**config.mk**
```make
export PLATFORM = sky130hd
export DESIGN_NAME = dburst_ctrl
export DESIGN_NICKNAME = d
export VERILOG_FILES = /design/src/rtl/dbc_pkg.sv /design/src/rtl/dbc_decode.sv /design/src/rtl/dbc_beat_ctr.sv /design/src/rtl/dburst_ctrl.sv
export SDC_FILE = /design/constraint.sdc
export NUM_CORES = 1
export LEC_CHECK = 0
export BUFFER_PORTS_ARGS = -buffer_cell sky130_fd_sc_hd__buf_2
export CORE_MARGIN = 2
export CORE_UTILIZATION = 54
export DETAILED_ROUTE_END_ITERATION = 16
export PLACE_DENSITY = 0.82
export SYNTH_ARGS = -nofsm -noshare
export SYNTH_HDL_FRONTEND = slang
export SYNTH_SLANG_ARGS = --single-unit
```
**constraint.sdc**
```tcl
create_clock -name clk -period 7.9 [get_ports clk]
set_clock_uncertainty 0.2 [all_clocks]
set_input_delay 0.79 -clock clk [delete_from_list [all_inputs] [get_ports clk]]
set_output_delay 0.79 -clock clk [all_outputs]
set_load 0.005 [all_outputs]
```
**src/rtl/dbc_pkg.sv**
```systemverilog
package dbc_pkg;
  typedef enum logic [1:0] {
    OP_SINGLE = 2'd0,
    OP_MULTI  = 2'd1,
    OP_COPRO  = 2'd2,
    OP_SPARE  = 2'd3
  } op_e;

  localparam logic [1:0] SZ_BYTE = 2'b00;
  localparam logic [1:0] SZ_HALF = 2'b01;
  localparam logic [1:0] SZ_WORD = 2'b10;
  localparam logic [1:0] SZ_RSVD = 2'b11;
endpackage

```
**src/rtl/dbc_decode.sv**
```systemverilog
module dbc_decode
  import dbc_pkg::*;
#(
  parameter int CW = 5
) (
  input  logic [1:0]    op,
  input  logic [1:0]    size_in,
  input  logic [CW-1:0] count,
  output logic [1:0]    eff_size,
  output logic [CW-1:0] beats,
  output logic          is_mem,
  output logic          is_burst
);
  localparam logic [CW-1:0] ONE = CW'(1);

  always_comb begin
    eff_size = SZ_WORD;
    beats    = ONE;
    is_mem   = 1'b1;
    is_burst = 1'b0;
    unique case (op_e'(op))
      OP_SINGLE: eff_size = (size_in == SZ_RSVD) ? SZ_WORD : size_in;
      OP_MULTI: begin
        beats    = (count > ONE) ? count : ONE;
        is_burst = (count > ONE);
      end
      OP_COPRO: is_mem = 1'b0;
      default:  eff_size = SZ_WORD;
    endcase
  end

  always_comb begin
    AST_DEC_NO_RSVD: assert (eff_size != SZ_RSVD);
  end
endmodule

```
**src/rtl/dbc_beat_ctr.sv**
```systemverilog
module dbc_beat_ctr #(
  parameter int CW = 5
) (
  input  logic          clk,
  input  logic          rst_n,
  input  logic          load,
  input  logic [CW-1:0] beats,
  output logic          active,
  output logic          first,
  output logic          last,
  output logic [CW-1:0] left
);
  always_ff @(posedge clk) begin
    if (!rst_n) begin
      active <= 1'b0;
      first  <= 1'b0;
      left   <= '0;
    end else if (load) begin
      active <= 1'b1;
      first  <= 1'b1;
      left   <= beats - CW'(1);
    end else if (active) begin
      first <= 1'b0;
      if (left == '0) active <= 1'b0;
      else            left   <= left - CW'(1);
    end
  end

  assign last = active && (left == '0);

  AST_CTR_FIRST_ACTIVE: assert property (@(posedge clk) disable iff (!rst_n)
    first |-> active);
  AST_CTR_COUNTS_DOWN: assert property (@(posedge clk) disable iff (!rst_n)
    (active && !last && !load) |=> (active && left == $past(left) - CW'(1)));
endmodule

```
**src/rtl/dburst_ctrl.sv**
```systemverilog
module dburst_ctrl
  import dbc_pkg::*;
#(
  parameter int AW = 32,
  parameter int CW = 5
) (
  input  logic          clk,
  input  logic          rst_n,
  input  logic          cmd_valid,
  output logic          cmd_ready,
  input  logic [1:0]    cmd_op,
  input  logic          cmd_write,
  input  logic [1:0]    cmd_size,
  input  logic [CW-1:0] cmd_count,
  input  logic [AW-1:0] cmd_addr,
  output logic          mem_req_n,
  output logic          mem_seq,
  output logic          mem_more,
  output logic          mem_write,
  output logic [1:0]    mem_size,
  output logic [AW-1:0] mem_addr,
  output logic          pipe_stall
);
  localparam logic [AW-1:0] WORD_STEP = AW'(4);

  logic [1:0]    dec_size;
  logic [CW-1:0] dec_beats;
  logic          dec_mem, dec_burst;
  logic          take;
  logic          b_active, b_first, b_last;
  logic [CW-1:0] b_left;
  logic          r_mem, r_burst, r_write;
  logic [1:0]    r_size;
  logic [AW-1:0] r_addr;

  dbc_decode #(.CW(CW)) u_dec (
    .op(cmd_op), .size_in(cmd_size), .count(cmd_count),
    .eff_size(dec_size), .beats(dec_beats),
    .is_mem(dec_mem), .is_burst(dec_burst)
  );

  assign cmd_ready = !b_active || b_last;
  assign take      = cmd_valid && cmd_ready;

  dbc_beat_ctr #(.CW(CW)) u_ctr (
    .clk(clk), .rst_n(rst_n), .load(take), .beats(dec_beats),
    .active(b_active), .first(b_first), .last(b_last), .left(b_left)
  );

  always_ff @(posedge clk) begin
    if (!rst_n) begin
      r_mem   <= 1'b0;
      r_burst <= 1'b0;
      r_write <= 1'b0;
      r_size  <= SZ_WORD;
      r_addr  <= '0;
    end else if (take) begin
      r_mem   <= dec_mem;
      r_burst <= dec_burst;
      r_write <= cmd_write;
      r_size  <= dec_size;
      r_addr  <= cmd_addr;
    end else if (b_active) begin
      r_addr  <= r_addr + WORD_STEP;
    end
  end

  assign mem_req_n  = !(b_active && r_mem);
  assign mem_seq    = b_active && r_burst && !b_first;
  assign mem_more   = b_active && r_burst && (b_left != '0);
  assign pipe_stall = b_active && r_burst;
  assign mem_write  = r_write;
  assign mem_size   = r_size;
  assign mem_addr   = r_addr;

  AST_SIZE_NEVER_RSVD: assert property (@(posedge clk) disable iff (!rst_n)
    mem_size != SZ_RSVD);
  AST_MORE_WITH_REQ: assert property (@(posedge clk) disable iff (!rst_n)
    mem_more |-> (!mem_req_n && pipe_stall));
  AST_MORE_THEN_SEQ: assert property (@(posedge clk) disable iff (!rst_n)
    mem_more |=> mem_seq);
  AST_NOMORE_THEN_NOSEQ: assert property (@(posedge clk) disable iff (!rst_n)
    !mem_more |=> !mem_seq);
  AST_SEQ_ADDR_STEP: assert property (@(posedge clk) disable iff (!rst_n)
    mem_seq |-> (mem_addr == $past(mem_addr) + WORD_STEP));
  AST_IDLE_QUIET: assert property (@(posedge clk) disable iff (!rst_n)
    !b_active |-> (mem_req_n && !mem_seq && !mem_more && !pipe_stall));
  AST_COPRO_WORD: assert property (@(posedge clk) disable iff (!rst_n)
    (b_active && mem_req_n) |-> (mem_size == SZ_WORD));
endmodule

```
==> run_results.csv, run 1 <==
group,metric,value,unit
run_status,run_status,"finished clean",
power_and_ir_drop,p_sw,262,µW
cts,postCtsSetupBuffers,0,
cts,tritoncts_num_sinks,44,
floorplan,io-pin-count,85,
timing,final.hold.worst_slack,0.258,ns
power_and_ir_drop,power.share.switching,36.9,%
cts,worst_skew_pair.late_latency,0.30,ns
floorplan,initial_core_util,57.1,%
power_and_ir_drop,cellLeakagePower,1.26,nW
yosys,synth_enable_flop_cells,0,
min_path,hold_path_startpoint,"mem_size[0]",
finish,multiInputGateArea,1570,µm²
grt,grt_first_pass_wirelength,11.9,mm
yosys,yosys_warns,0,
placed_design,port_buffers,84,
routing,route.antenna.remaining_nets,0,
yosys,synth_seq_cells,44,
grt,grt_pass1_vias,2575,
cts,cts_inserted_buffers,5,
finish,sequential_cell_area,881,µm²
cts,tritoncts,"yes",
cts,cts-root-to-sink-buffers,2,
worst_setup_path,crit_required,7.90,ns
floorplan,floorplan.core_area,4440,µm²
timing,fmax,327,MHz
timing,timing.slew.headroom,50.4,%
worst_setup_path,rr_startpoint,"u_ctr.active",
worst_setup_path,reg2regPathDepth,9,
finish,drive_gt1_share,25.7,%
floorplan,design.die.area,5260,µm²
power_and_ir_drop,internal-power,448,µW
power_and_ir_drop,combPwrFrac,30.7,%
finish,antenna_cells,0,
grt,maximum_number_of_pins_on_one_net_before_global_route_repair,31,
yosys,synthesis.area,2540,µm²
cts,cts.repair.resized,0,
min_path,holdCritPathClass,"reg2reg",
cts,path_clk_slew,0.09,ns
worst_setup_path,critical_path_type,"reg2reg",
routing,number_of_design_rule_violations_left_after_detail_routing,0,
worst_setup_path,timing.rr.end,"u_ctr.left[4]",
cts,cts_hold_repair.buffers,0,
yosys,seq_area_frac_synth,34.7,%
routing,detail_route.first_pass.iterations,5,
routing,detail_route.vias_per_cell,6.49,
min_path,min_delay_path_depth,2,
placed_design,gp_routability_congestion,0.923,
worst_setup_path,crit_path_start_kind,"flip-flop",
timing,fraction_of_the_cycle_the_final_worst_path_needs,38.7,%
routing,dr_total_vias,2938,
timing,report.final.setup_viol,0,
worst_setup_path,endpoint_kind,"flip-flop",
timing,timing.final.hold_violations,0,
min_path,timing.hold.worst_endpoint,"mem_size[0]",
routing,routed_wl,7.42,mm
grt,grt_usage,28.1,%
yosys,post_synth_inst_count,326,
timing,timing_worst_slew_pin_value,0.737,ns
power_and_ir_drop,vdd_drop_max,0.157,mV
routing,first_iter_violations,253,
flow_run,timing.max_cap.violations,0,
timing,post-route-min-period,3.06,ns
worst_setup_path,critical_path.max_fanout,24,
yosys,synthesis.area_per_instance,7.78,µm²
worst_setup_path,ff_to_ff_setup_slack,4.84,ns
worst_setup_path,critical_path_arrival,3.06,ns
floorplan,rows,24,
floorplan,die_x,72.6,µm
power_and_ir_drop,seq_power_share,44.4,%
cts,clock_tree.htree_level_count,2,
grt,grt_remaining_overflow,0,
timing,tns,0,ns
floorplan,die_h,72.6,µm
placed_design,place.detailed.hpwl,5.23,mm
power_and_ir_drop,p_clk_share,24.9,%
finish,syn_to_final_growth,21.5,%
finish,final_nets,447,
yosys,synthDistinctLibCells,50,
finish,num-fill-cells,417,
power_and_ir_drop,p_per_area,230,nW/µm²
routing,drt-wirelength-per-cell,16.4,µm
timing,rsz0062_at_grt,"false",
yosys,synth_flop_cell,"sky130_fd_sc_hd__dfxtp_1",
yosys,syn-num-nets,373,
cts,ctsRootBufferMaster,"sky130_fd_sc_hd__clkbuf_8",
yosys,synth_async_sr_flop_share,0,%
timing,drv_slew,0,
grt,antenna_found_initial,0,
==> final cells by class <==
class / count / share of cell area [%]
clock buffers: 5 / 2.23
clock inverters: 3 / 1.38
inverters: 4 / 0.487
multi-input cells: 258 / 50.9
flip-flops and latches: 44 / 28.6
well taps: 52 / 2.11
repair buffers: 87 / 14.4
==> cell usage in the layout (no fill, tap or decap), types with 4 or more instances in the layout <==
master                     Yosys  layout
sky130_fd_sc_hd__nand2_1      35      35
sky130_fd_sc_hd__o21ai_0      16      16
sky130_fd_sc_hd__o221ai_1      6       6
sky130_fd_sc_hd__xor2_1        5       5
sky130_fd_sc_hd__buf_2         4      84
sky130_fd_sc_hd__a211oi_1      5       5
sky130_fd_sc_hd__and3_1        8       8
sky130_fd_sc_hd__nor3_1       16      16
sky130_fd_sc_hd__nand4_1      12      12
sky130_fd_sc_hd__o22ai_1       8       8
sky130_fd_sc_hd__nor2_1       19      19
sky130_fd_sc_hd__and4_1        4       4
sky130_fd_sc_hd__a21oi_1      25      25
sky130_fd_sc_hd__and2_1        5       5
sky130_fd_sc_hd__nor4_1        6       6
sky130_fd_sc_hd__a22oi_1       6       6
sky130_fd_sc_hd__a31oi_1       6       6
sky130_fd_sc_hd__nor2b_1       4       4
sky130_fd_sc_hd__nand3_1      23      23
sky130_fd_sc_hd__mux2i_1       7       7
sky130_fd_sc_hd__clkbuf_8      0       5
sky130_fd_sc_hd__dfxtp_1      44      44
sky130_fd_sc_hd__nand2b_1      4       4
==> per-layer routing <==
| layer | part of all wire [%] | GRT usage, % | wire length (µm) |
|---|---|---|---|
| met2 | 47 | 46.7 | 3450 |
| met4 | 1.7 | 8.85 | 129 |
| met1 | 43 | 36.7 | 3180 |
| met5 | 0 | 0 | 0 |
| met3 | 8.9 | 5.42 | 658 |
==> kinds of logic after synthesis <==
family,after synthesis,synth area share [%]
simple gates,146,29.9
compound gates,95,25.0
flops,44,34.7
buf+inv,24,3.90
xor+xnor,8,2.76
mux,7,2.76
fa+ha+maj,2,0.986
==> Yosys cell counts (2+ instances only) <==
cell type	number	area share, %
sky130_fd_sc_hd__xor2_1	5	1.7
sky130_fd_sc_hd__a311oi_1	3	1.0
sky130_fd_sc_hd__nand3_1	23	4.5
sky130_fd_sc_hd__o22ai_1	8	2.0
sky130_fd_sc_hd__nor2b_1	4	0.99
sky130_fd_sc_hd__and4_1	4	1.4
sky130_fd_sc_hd__inv_1	3	0.44
sky130_fd_sc_hd__a22oi_1	6	1.8
sky130_fd_sc_hd__nor3_1	16	3.2
sky130_fd_sc_hd__a211oi_1	5	1.5
sky130_fd_sc_hd__o221ai_1	6	2.1
sky130_fd_sc_hd__or3_1	3	0.74
sky130_fd_sc_hd__clkbuf_1	15	2.2
sky130_fd_sc_hd__buf_2	4	0.79
sky130_fd_sc_hd__o21ai_0	16	3.2
sky130_fd_sc_hd__nor2_1	19	2.8
sky130_fd_sc_hd__o211ai_1	2	0.59
sky130_fd_sc_hd__nand2_1	35	5.2
sky130_fd_sc_hd__o2111ai_1	2	0.69
sky130_fd_sc_hd__a21oi_1	25	4.9
sky130_fd_sc_hd__nand2b_1	4	0.99
sky130_fd_sc_hd__a31oi_1	6	1.5
sky130_fd_sc_hd__o311a_1	2	0.79
sky130_fd_sc_hd__o21a_1	2	0.59
sky130_fd_sc_hd__ha_1	2	0.99
sky130_fd_sc_hd__nor4_1	6	1.5
sky130_fd_sc_hd__mux2i_1	7	2.8
sky130_fd_sc_hd__and2_1	5	1.2
sky130_fd_sc_hd__nor3b_1	2	0.59
sky130_fd_sc_hd__a21boi_1	2	0.59
sky130_fd_sc_hd__dfxtp_1	44	35
sky130_fd_sc_hd__xnor2_1	3	1.0
sky130_fd_sc_hd__nand4_1	12	3.0
sky130_fd_sc_hd__o311ai_0	2	0.69
sky130_fd_sc_hd__and3_1	8	2.0
==> worst max-delay path by stage <==
stage | startpoint | end | slack, ns
after global routing | u_ctr.active | u_ctr.left[4] | 4.59
final | u_ctr.active | u_ctr.left[4] | 4.84
after global placement | cmd_valid | u_ctr.left[4] | 4.74
after floorplan | cmd_valid | u_ctr.left[4] | 5.01
after detailed placement | cmd_valid | u_ctr.left[4] | 4.65
after CTS | u_ctr.active | u_ctr.left[2] | 4.89
==> per-stage QoR <==
stage          utilization, %  area (µm²)  std cells  power, mW  setup WS (ns)
2_1_floorplan               -        2540        326      0.450           5.01
6_report                 69.4        3080        453      0.711           4.84
4_1_cts                  69.4        3080        453      0.704           4.89
3_5_place_dp             66.9        2970        445      0.534           4.65
5_1_grt                  69.4        3080        453      0.749           4.59
3_3_place_gp             66.9        2970        445      0.527           4.74
==> critical path, cell delays in order (launching register included) <==
cell and delay (ns):
sky130_fd_sc_hd__dfxtp_1 0.72, sky130_fd_sc_hd__nand2b_1 0.32, sky130_fd_sc_hd__a21boi_4 0.57, sky130_fd_sc_hd__buf_4 0.38, sky130_fd_sc_hd__a21oi_1 0.11, sky130_fd_sc_hd__ha_1 0.23, sky130_fd_sc_hd__nand2_1 0.11, sky130_fd_sc_hd__o311a_1 0.16
sky130_fd_sc_hd__o21ai_0 0.07, sky130_fd_sc_hd__o41ai_1 0.09
==> state kept, by name, indices dropped and copies added (netlist names) <==
name / cells
r_mem: 1
r_burst: 1
mem_write: 1
u_ctr.first: 1
u_ctr.left: 5
u_ctr.active: 1
mem_addr: 32
mem_size: 2
==> power by group through the flow <==
stage / Clock [mW] / Sequential (mW) / Combinational, mW
after floorplan: 0 / 0.306 / 0.144
after global placement: 0 / 0.316 / 0.211
after detailed placement: 0 / 0.318 / 0.216
after CTS: 0.175 / 0.313 / 0.216
after global routing: 0.184 / 0.322 / 0.243
final: 0.177 / 0.315 / 0.218
Power figures use the tool's default switching activity.
==> run 2: changes to the inputs <==
--- a/config.mk
+++ b/config.mk
@@ -5,11 +5,12 @@
 export SDC_FILE = /design/constraint.sdc
 export NUM_CORES = 1
 export LEC_CHECK = 0
+export ABC_AREA = 1
 export BUFFER_PORTS_ARGS = -buffer_cell sky130_fd_sc_hd__buf_2
 export CORE_MARGIN = 2
-export CORE_UTILIZATION = 54
+export CORE_UTILIZATION = 48
 export DETAILED_ROUTE_END_ITERATION = 16
-export PLACE_DENSITY = 0.82
+export PLACE_DENSITY = 0.74
 export SYNTH_ARGS = -nofsm -noshare
 export SYNTH_HDL_FRONTEND = slang
 export SYNTH_SLANG_ARGS = --single-unit
==> constraint.sdc (replaced) <==
create_clock -name clk -period 2.6 [get_ports clk]
set_clock_uncertainty 0.2 [all_clocks]
set_input_delay 0.26 -clock clk [delete_from_list [all_inputs] [get_ports clk]]
set_output_delay 0.26 -clock clk [all_outputs]
set_load 0.005 [all_outputs]
==> run 2 against run 1 <==
Against the previous run:
- flip-flop and latch count is the same
- critical endpoint is now u_ctr.left[2]
- first-iteration DRC count down 10%
- sequential share of layout area is 4.6 points lower
- largest cell class unchanged
- die area rose by 33%
- largest power group unchanged
- clock power grew to 3.3 times the previous value
- worst hold slack got worse by 0.26 ns
- register-to-register slack got worse by 4.2 ns
- final cell count rose by 46%
- synthesized cell count rose by 53%
- core utilization down 10 points
==> run_results.csv, run 2 <==
group,metric,value,unit
grt,maximum_number_of_pins_on_one_net_before_global_route_repair,32,
grt,grt_remaining_overflow,0,
routing,drt-wirelength-per-cell,13.7,µm
placed_design,place.detailed.hpwl,6.69,mm
worst_setup_path,critical_path.max_fanout,4,
min_path,min_delay_path_depth,3,
finish,final_nets,629,
floorplan,design.die.area,7010,µm²
worst_setup_path,crit_required,2.61,ns
power_and_ir_drop,cellLeakagePower,1.73,nW
grt,grt_pass1_vias,3155,
worst_setup_path,critical_path_type,"in2reg",
power_and_ir_drop,power.share.switching,34.1,%
timing,report.final.setup_viol,0,
yosys,post_synth_inst_count,500,
routing,number_of_design_rule_violations_left_after_detail_routing,0,
routing,routed_wl,9.03,mm
cts,cts.repair.resized,0,
timing,timing.slew.headroom,66.1,%
power_and_ir_drop,seq_power_share,43.2,%
floorplan,io-pin-count,85,
yosys,synth_top_cell_area_share,28.9,%
run_status,run_status,"finished clean",
yosys,synth_async_sr_flop_share,0,%
yosys,synth_flop_cell,"sky130_fd_sc_hd__dfxtp_1",
power_and_ir_drop,vdd_drop_max,0.254,mV
yosys,synth_top_cells_by_count,"136 x sky130_fd_sc_hd__nand2_1, 60 x sky130_fd_sc_hd__inv_1, 53 x sky130_fd_sc_hd__nor2_1",
power_and_ir_drop,combPwrFrac,26.7,%
floorplan,floorplan.core_area,6240,µm²
yosys,post_synth_main_area_contributors,"sky130_fd_sc_hd__dfxtp_1 29%, sky130_fd_sc_hd__nand2_1 17%, sky130_fd_sc_hd__inv_1 7.4%, sky130_fd_sc_hd__nand3_1 7.0%, sky130_fd_sc_hd__nor2_1 6.5%",
worst_setup_path,rr_startpoint,"u_ctr.left[2]",
power_and_ir_drop,p_sw,657,µW
cts,ctsRootBufferMaster,"sky130_fd_sc_hd__clkbuf_8",
routing,detail_route.first_pass.iterations,5,
timing,rsz0062_at_grt,"false",
power_and_ir_drop,p_clk_share,30.1,%
routing,route.antenna.remaining_nets,0,
finish,post-route-util,58.9,%
timing,fmax,462,MHz
worst_setup_path,timing.rr.end,"u_ctr.left[2]",
finish,max_ffs_per_register,32,
yosys,synthesis.area,3050,µm²
worst_setup_path,ff_to_ff_setup_slack,0.62,ns
grt,grt_first_pass_wirelength,14.9,mm
placed_design,port_buffers,84,
worst_setup_path,crit_path_start_kind,"input pin",
yosys,synth_seq_cells,44,
yosys,synthDistinctLibCells,34,
min_path,hold_path_startpoint,"cmd_addr[0]",
finish,drive_gt1_share,21.3,%
floorplan,initial_core_util,48.9,%
min_path,holdCritPathClass,"in2reg",
timing,drv_slew,0,
yosys,yosys_warns,0,
cts,worst_skew_pair.late_latency,0.31,ns
floorplan,die_h,83.8,µm
finish,final_cell_mix,"136 x sky130_fd_sc_hd__nand2_1, 84 x sky130_fd_sc_hd__buf_2, 60 x sky130_fd_sc_hd__inv_1",
timing,tns,0,ns
timing,timing.final.hold_violations,0,
cts,path_clk_slew,0.09,ns
min_path,timing.hold.worst_endpoint,"mem_addr[0]",
finish,syn_to_final_growth,20.4,%
grt,grt_usage,25.7,%
finish,mostFrequentLayoutCell,"sky130_fd_sc_hd__nand2_1",
power_and_ir_drop,internal-power,1.27,mW
worst_setup_path,critical-path-slowest-cell,"sky130_fd_sc_hd__dlygate4sd3_1",
routing,dr_total_vias,3478,
cts,clock_tree.htree_level_count,2,
yosys,netlist.top_cell.by_area,"sky130_fd_sc_hd__dfxtp_1",
worst_setup_path,critical_path_arrival,2.17,ns
finish,num-fill-cells,677,
yosys,synth_enable_flop_cells,0,
timing,timing_worst_slew_pin_value,0.507,ns
worst_setup_path,endpoint_kind,"flip-flop",
routing,detail_route.vias_per_cell,5.27,
cts,tritoncts,"yes",
grt,antenna_found_initial,0,
yosys,syn-num-nets,547,
floorplan,rows,29,
finish,antenna_cells,0,
power_and_ir_drop,p_per_area,524,nW/µm²
cts,tritoncts_num_sinks,44,
cts,cts_inserted_buffers,5,
cts,cts-root-to-sink-buffers,2,
yosys,seq_area_frac_synth,28.9,%
worst_setup_path,critical_path_cell_by_cell,"dlygate4sd3_1 > buf_2 > nor2_1 > inv_1 > nor2_1 > nand3b_1 > nand2_1 > ha_1 > xor2_1 > o21ai_0 > inv_1",
timing,fraction_of_the_cycle_the_final_worst_path_needs,83.2,%
routing,first_iter_violations,227,
worst_setup_path,reg2regPathDepth,10,
yosys,yosysMostFrequentCell,"sky130_fd_sc_hd__nand2_1",
floorplan,die_x,83.8,µm
timing,post-route-min-period,2.16,ns
power_and_ir_drop,report.power.total,1.93,mW
worst_setup_path,worst_path_largest_cell_delay,0.54,ns
cts,postCtsSetupBuffers,0,
flow_run,timing.max_cap.violations,0,
placed_design,gp_routability_congestion,0.950,
yosys,synthesis.area_per_instance,6.11,µm²
run 2: power by group through the flow:
stage	Clock [mW]	Sequential [mW]	Combinational, mW
6_report	0.580	0.832	0.514
5_1_grt	0.612	0.845	0.586
4_1_cts	0.583	0.831	0.515
3_5_place_dp	0	0.847	0.508
3_3_place_gp	0	0.844	0.502
2_1_floorplan	0	0.836	0.340
run 2: what timing repair did:
action / CTS / global route
hold buffers: 4 / 0
hold endpoints to repair: 4 / 0
setup endpoints to repair: 0 / 0
run 2: metrics by stage:
step	setup slack, ns	cells	hold slack, ns	instance area [µm²]
6_report	0.436	660	0.0000974	3680
5_1_grt	0.295	660	0.0163	3680
4_1_cts	0.420	660	0.00277	3680
3_5_place_dp	0.621	648	0.260	3510
3_3_place_gp	0.672	648	0.255	3510
2_1_floorplan	0.821	500	0.161	3050
run 2: routing by layer:
layer  track usage (%)  wire [µm]  vias to the layer above  share of wire [%]
met4              8.80        170                        0                1.9
met3              3.86        528                       17                5.8
met5                 0          0                        -                  0
met2              44.9       4420                      119                 49
li1                  -          -                     1774                  -
met1              32.1       3910                     1568                 43
run 2: worst max-delay path, delay by kind of cell:
family | cells | cell delay [ns]
adders and majority gates | 1 | 0.23
buffers and inverters | 4 | 0.83
xor gates and xnor gates | 1 | 0.16
and+or+nand+nor | 4 | 0.55
AOI/OAI and AO/OA | 1 | 0.14
run 2: final cells by class:
type,instances,area (µm²),area share [%]
multi-input combinational,374,1840,49.9
sequential,44,881,24.0
timing repair buffer,94,505,13.8
inverter,63,236,6.43
tap,77,96.3,2.62
clock buffer,6,82.6,2.25
clock inverter,2,38.8,1.06
run 2: worst max-delay path by stage:
stage | startpoint | to | slack [ns] | depth (start not counted)
floorplan | mem_addr[2] | mem_addr[14] | 0.82 | 7
global placement | u_ctr.left[2] | u_ctr.left[2] | 0.67 | 10
detailed placement | u_ctr.left[2] | u_ctr.left[2] | 0.62 | 10
CTS | cmd_op[1] | u_ctr.left[2] | 0.42 | 11
global route | cmd_op[1] | u_ctr.left[2] | 0.29 | 11
finish | cmd_op[1] | u_ctr.left[2] | 0.44 | 11
run 2: kinds of logic after synthesis:
group / share of synthesized area, %
fa+ha+maj: 0.820
buf+inv: 11.0
xor+xnor: 1.72
compound gates: 15.7
flops: 28.9
simple gates: 41.9
==> run 3: changes to the inputs <==
--- a/config.mk
+++ b/config.mk
@@ -5,12 +5,12 @@
 export SDC_FILE = /design/constraint.sdc
 export NUM_CORES = 1
 export LEC_CHECK = 0
-export ABC_AREA = 1
+export ABC_AREA = 0
 export BUFFER_PORTS_ARGS = -buffer_cell sky130_fd_sc_hd__buf_2
 export CORE_MARGIN = 2
-export CORE_UTILIZATION = 48
+export CORE_UTILIZATION = 51
 export DETAILED_ROUTE_END_ITERATION = 16
-export PLACE_DENSITY = 0.74
+export PLACE_DENSITY = 0.78
 export SYNTH_ARGS = -nofsm -noshare
 export SYNTH_HDL_FRONTEND = slang
 export SYNTH_SLANG_ARGS = --single-unit
==> constraint.sdc (replaced) <==
create_clock -name clk -period 2.04 [get_ports clk]
set_clock_uncertainty 0.2 [all_clocks]
set_input_delay 0.204 -clock clk [delete_from_list [all_inputs] [get_ports clk]]
set_output_delay 0.204 -clock clk [all_outputs]
set_load 0.005 [all_outputs]
==> run 3 against run 2 <==
Against the previous run:
- non-clock buffer count increased by 61
- final area increased by 3.6%
- worst hold slack improved by 0.0027 ns
- critical path type is now reg2reg
- flip-flop and latch count unchanged
- the flow now finishes with violations (negative setup slack)
- core utilization increased by 21 points
==> run_results.csv, run 3 (synthesized netlist as in run 1, its figures left out) <==
group,metric,value,unit
min_path,holdCritPathClass,"in2reg",
cts,worst_skew_pair.late_latency,0.30,ns
worst_setup_path,critical_path.max_fanout,4,
timing,rsz0062_at_grt,"true",
worst_setup_path,cp-endpoint,"u_ctr.left[2]",
cts,ctsRootBufferMaster,"sky130_fd_sc_hd__clkbuf_8",
worst_setup_path,endpoint_kind,"flip-flop",
worst_setup_path,critical_path_arrival,2.50,ns
cts,cts_inserted_buffers,5,
finish,mostFrequentLayoutCell,"sky130_fd_sc_hd__buf_2",
routing,dr_total_vias,3276,
power_and_ir_drop,vdd_drop_max,0.545,mV
cts,clock_tree.htree_level_count,2,
routing,first_iter_violations,310,
timing,timing.slew.headroom,70.1,%
timing,drv_slew,0,
cts,path_clk_slew,0.09,ns
placed_design,dpl_worst_slack,-0.401,ns
flow_run,timing.max_cap.violations,0,
worst_setup_path,timing.rr.end,"u_ctr.left[2]",
timing,timing_worst_slew_pin_value,0.444,ns
cts,tritoncts,"yes",
power_and_ir_drop,report.power.total,3.11,mW
grt,maximum_number_of_pins_on_one_net_before_global_route_repair,45,
finish,antenna_cells,0,
grt,antenna_found_initial,0,
worst_setup_path,rr_startpoint,"u_ctr.left[3]",
timing,report.final.setup_viol,7,
run_status,run_status,"finished, violations left",
placed_design,gp_routability_congestion,0.923,
timing,timing.final.hold_violations,0,
floorplan,io-pin-count,85,
routing,number_of_design_rule_violations_left_after_detail_routing,0,
routing,detail_route.first_pass.iterations,5,
worst_setup_path,crit_path_start_kind,"flip-flop",
grt,grt_remaining_overflow,0,
routing,routed_wl,8.99,mm
routing,detail_route.vias_per_cell,6.11,
cts,tritoncts_num_sinks,44,
run_status,violations_in_the_final_reports,"negative setup slack",
worst_setup_path,ff_to_ff_setup_slack,-0.42,ns
routing,route.antenna.remaining_nets,0,
finish,num-fill-cells,344,
worst_setup_path,crit_required,2.08,ns
floorplan,initial_core_util,53.4,%
timing,post-route-min-period,2.46,ns
finish,final_nets,515,
timing,timing.final.ws_setup,-0.416,ns
cts,cts-root-to-sink-buffers,2,
finish,drive_gt1_share,39.7,%
placed_design,place.detailed.hpwl,6.05,mm
floorplan,die_x,74.5,µm
placed_design,port_buffers,84,
floorplan,rows,25,
worst_setup_path,worstSetupStartpoint,"u_ctr.left[3]",
finish,final_cell_mix,"84 x sky130_fd_sc_hd__buf_2, 51 x sky130_fd_sc_hd__buf_4, 40 x sky130_fd_sc_hd__dfxtp_1",
floorplan,floorplan.core_area,4750,µm²
floorplan,die_h,74.5,µm
power_and_ir_drop,p_per_area,817,nW/µm²
grt,grt_usage,31.7,%
routing,drt-wirelength-per-cell,16.8,µm
grt,grt_pass1_vias,2887,
worst_setup_path,reg2regPathDepth,9,
finish,syn_to_final_growth,50.1,%
floorplan,design.die.area,5560,µm²
finish,max_ffs_per_register,32,
worst_setup_path,critical_path_type,"reg2reg",
power_and_ir_drop,cellLeakagePower,1.62,nW
timing,fraction_of_the_cycle_the_final_worst_path_needs,120,%
timing,fmax,407,MHz
grt,grt_first_pass_wirelength,13.5,mm
run 3: power by group:
| part | leakage, nW | switching, mW | internal, mW | total, mW |
|---|---|---|---|---|
| sequential | 0.365 | 0.137 | 1.01 | 1.14 |
| combinational | 1.21 | 0.718 | 0.664 | 1.38 |
| clock | 0.0434 | 0.310 | 0.274 | 0.585 |
run 3: per-layer routing:
metal  vias up  global-route usage [%]  routed length [µm]
met5         -                       0                   0
met4         0                    8.93                 163
met2       210                    52.3                4280
met3        21                    6.10                 807
li1       1529                       -                   -
met1      1516                    42.3                3740
run 3: repair_timing:
item                                    CTS  global route
buffers inserted                          6             3
endpoints found under the setup margin    9            24
gates resized for setup                  10            38
endpoints found under the hold margin    12             0
hold buffers                             13             0
pin swaps                                 4            20
run 3: layout make-up:
class                           count  area (µm²)  share of cell area [%]
Clock buffer                        6        82.6                    2.17
Clock inverter                      2        15.0                   0.394
Inverter                            4        17.5                   0.460
Multi-Input combinational cell    258        1700                    44.7
Sequential cell                    44         886                    23.3
Tap cell                           67        83.8                    2.20
Timing Repair Buffer              155        1020                    26.8
run 3: through the flow:
stage,util (%),area (µm²),instances,setup TNS [ns],hold WS [ns]
finish,80.1,3810,536,-1.41,0.00278
global route,80.1,3810,536,-2.61,0.0236
CTS,77.1,3670,535,-1.21,0.00169
detailed placement,70.7,3360,509,-1.22,0.237
global placement,70.7,3360,509,-0.873,0.228
floorplan,-,2550,326,-1.13,0.134
run 3: critical path, cell delays in order (launching register included):
cell and delay (ns):
sky130_fd_sc_hd__dfxtp_2 0.32, sky130_fd_sc_hd__or4_4 0.56, sky130_fd_sc_hd__o31ai_4 0.23, sky130_fd_sc_hd__buf_4 0.17, sky130_fd_sc_hd__and3_1 0.15, sky130_fd_sc_hd__a21oi_1 0.05
sky130_fd_sc_hd__ha_2 0.22, sky130_fd_sc_hd__buf_4 0.15, sky130_fd_sc_hd__o31ai_4 0.18, sky130_fd_sc_hd__a31o_4 0.17
run 3: how the worst min path moves through the flow:
| stage | startpoint | endpoint | slack (ns) | cells past startpoint |
|---|---|---|---|---|
| after detailed placement | cmd_addr[13] | mem_addr[13] | 0.24 | 3 |
| final | cmd_addr[27] | mem_addr[27] | 0.003 | 3 |
| after floorplan | cmd_addr[13] | mem_addr[13] | 0.13 | 2 |
| after CTS | cmd_addr[27] | mem_addr[27] | 0.002 | 3 |
| after global routing | cmd_addr[23] | mem_addr[23] | 0.02 | 3 |
| after global placement | cmd_addr[17] | mem_addr[17] | 0.23 | 3 |
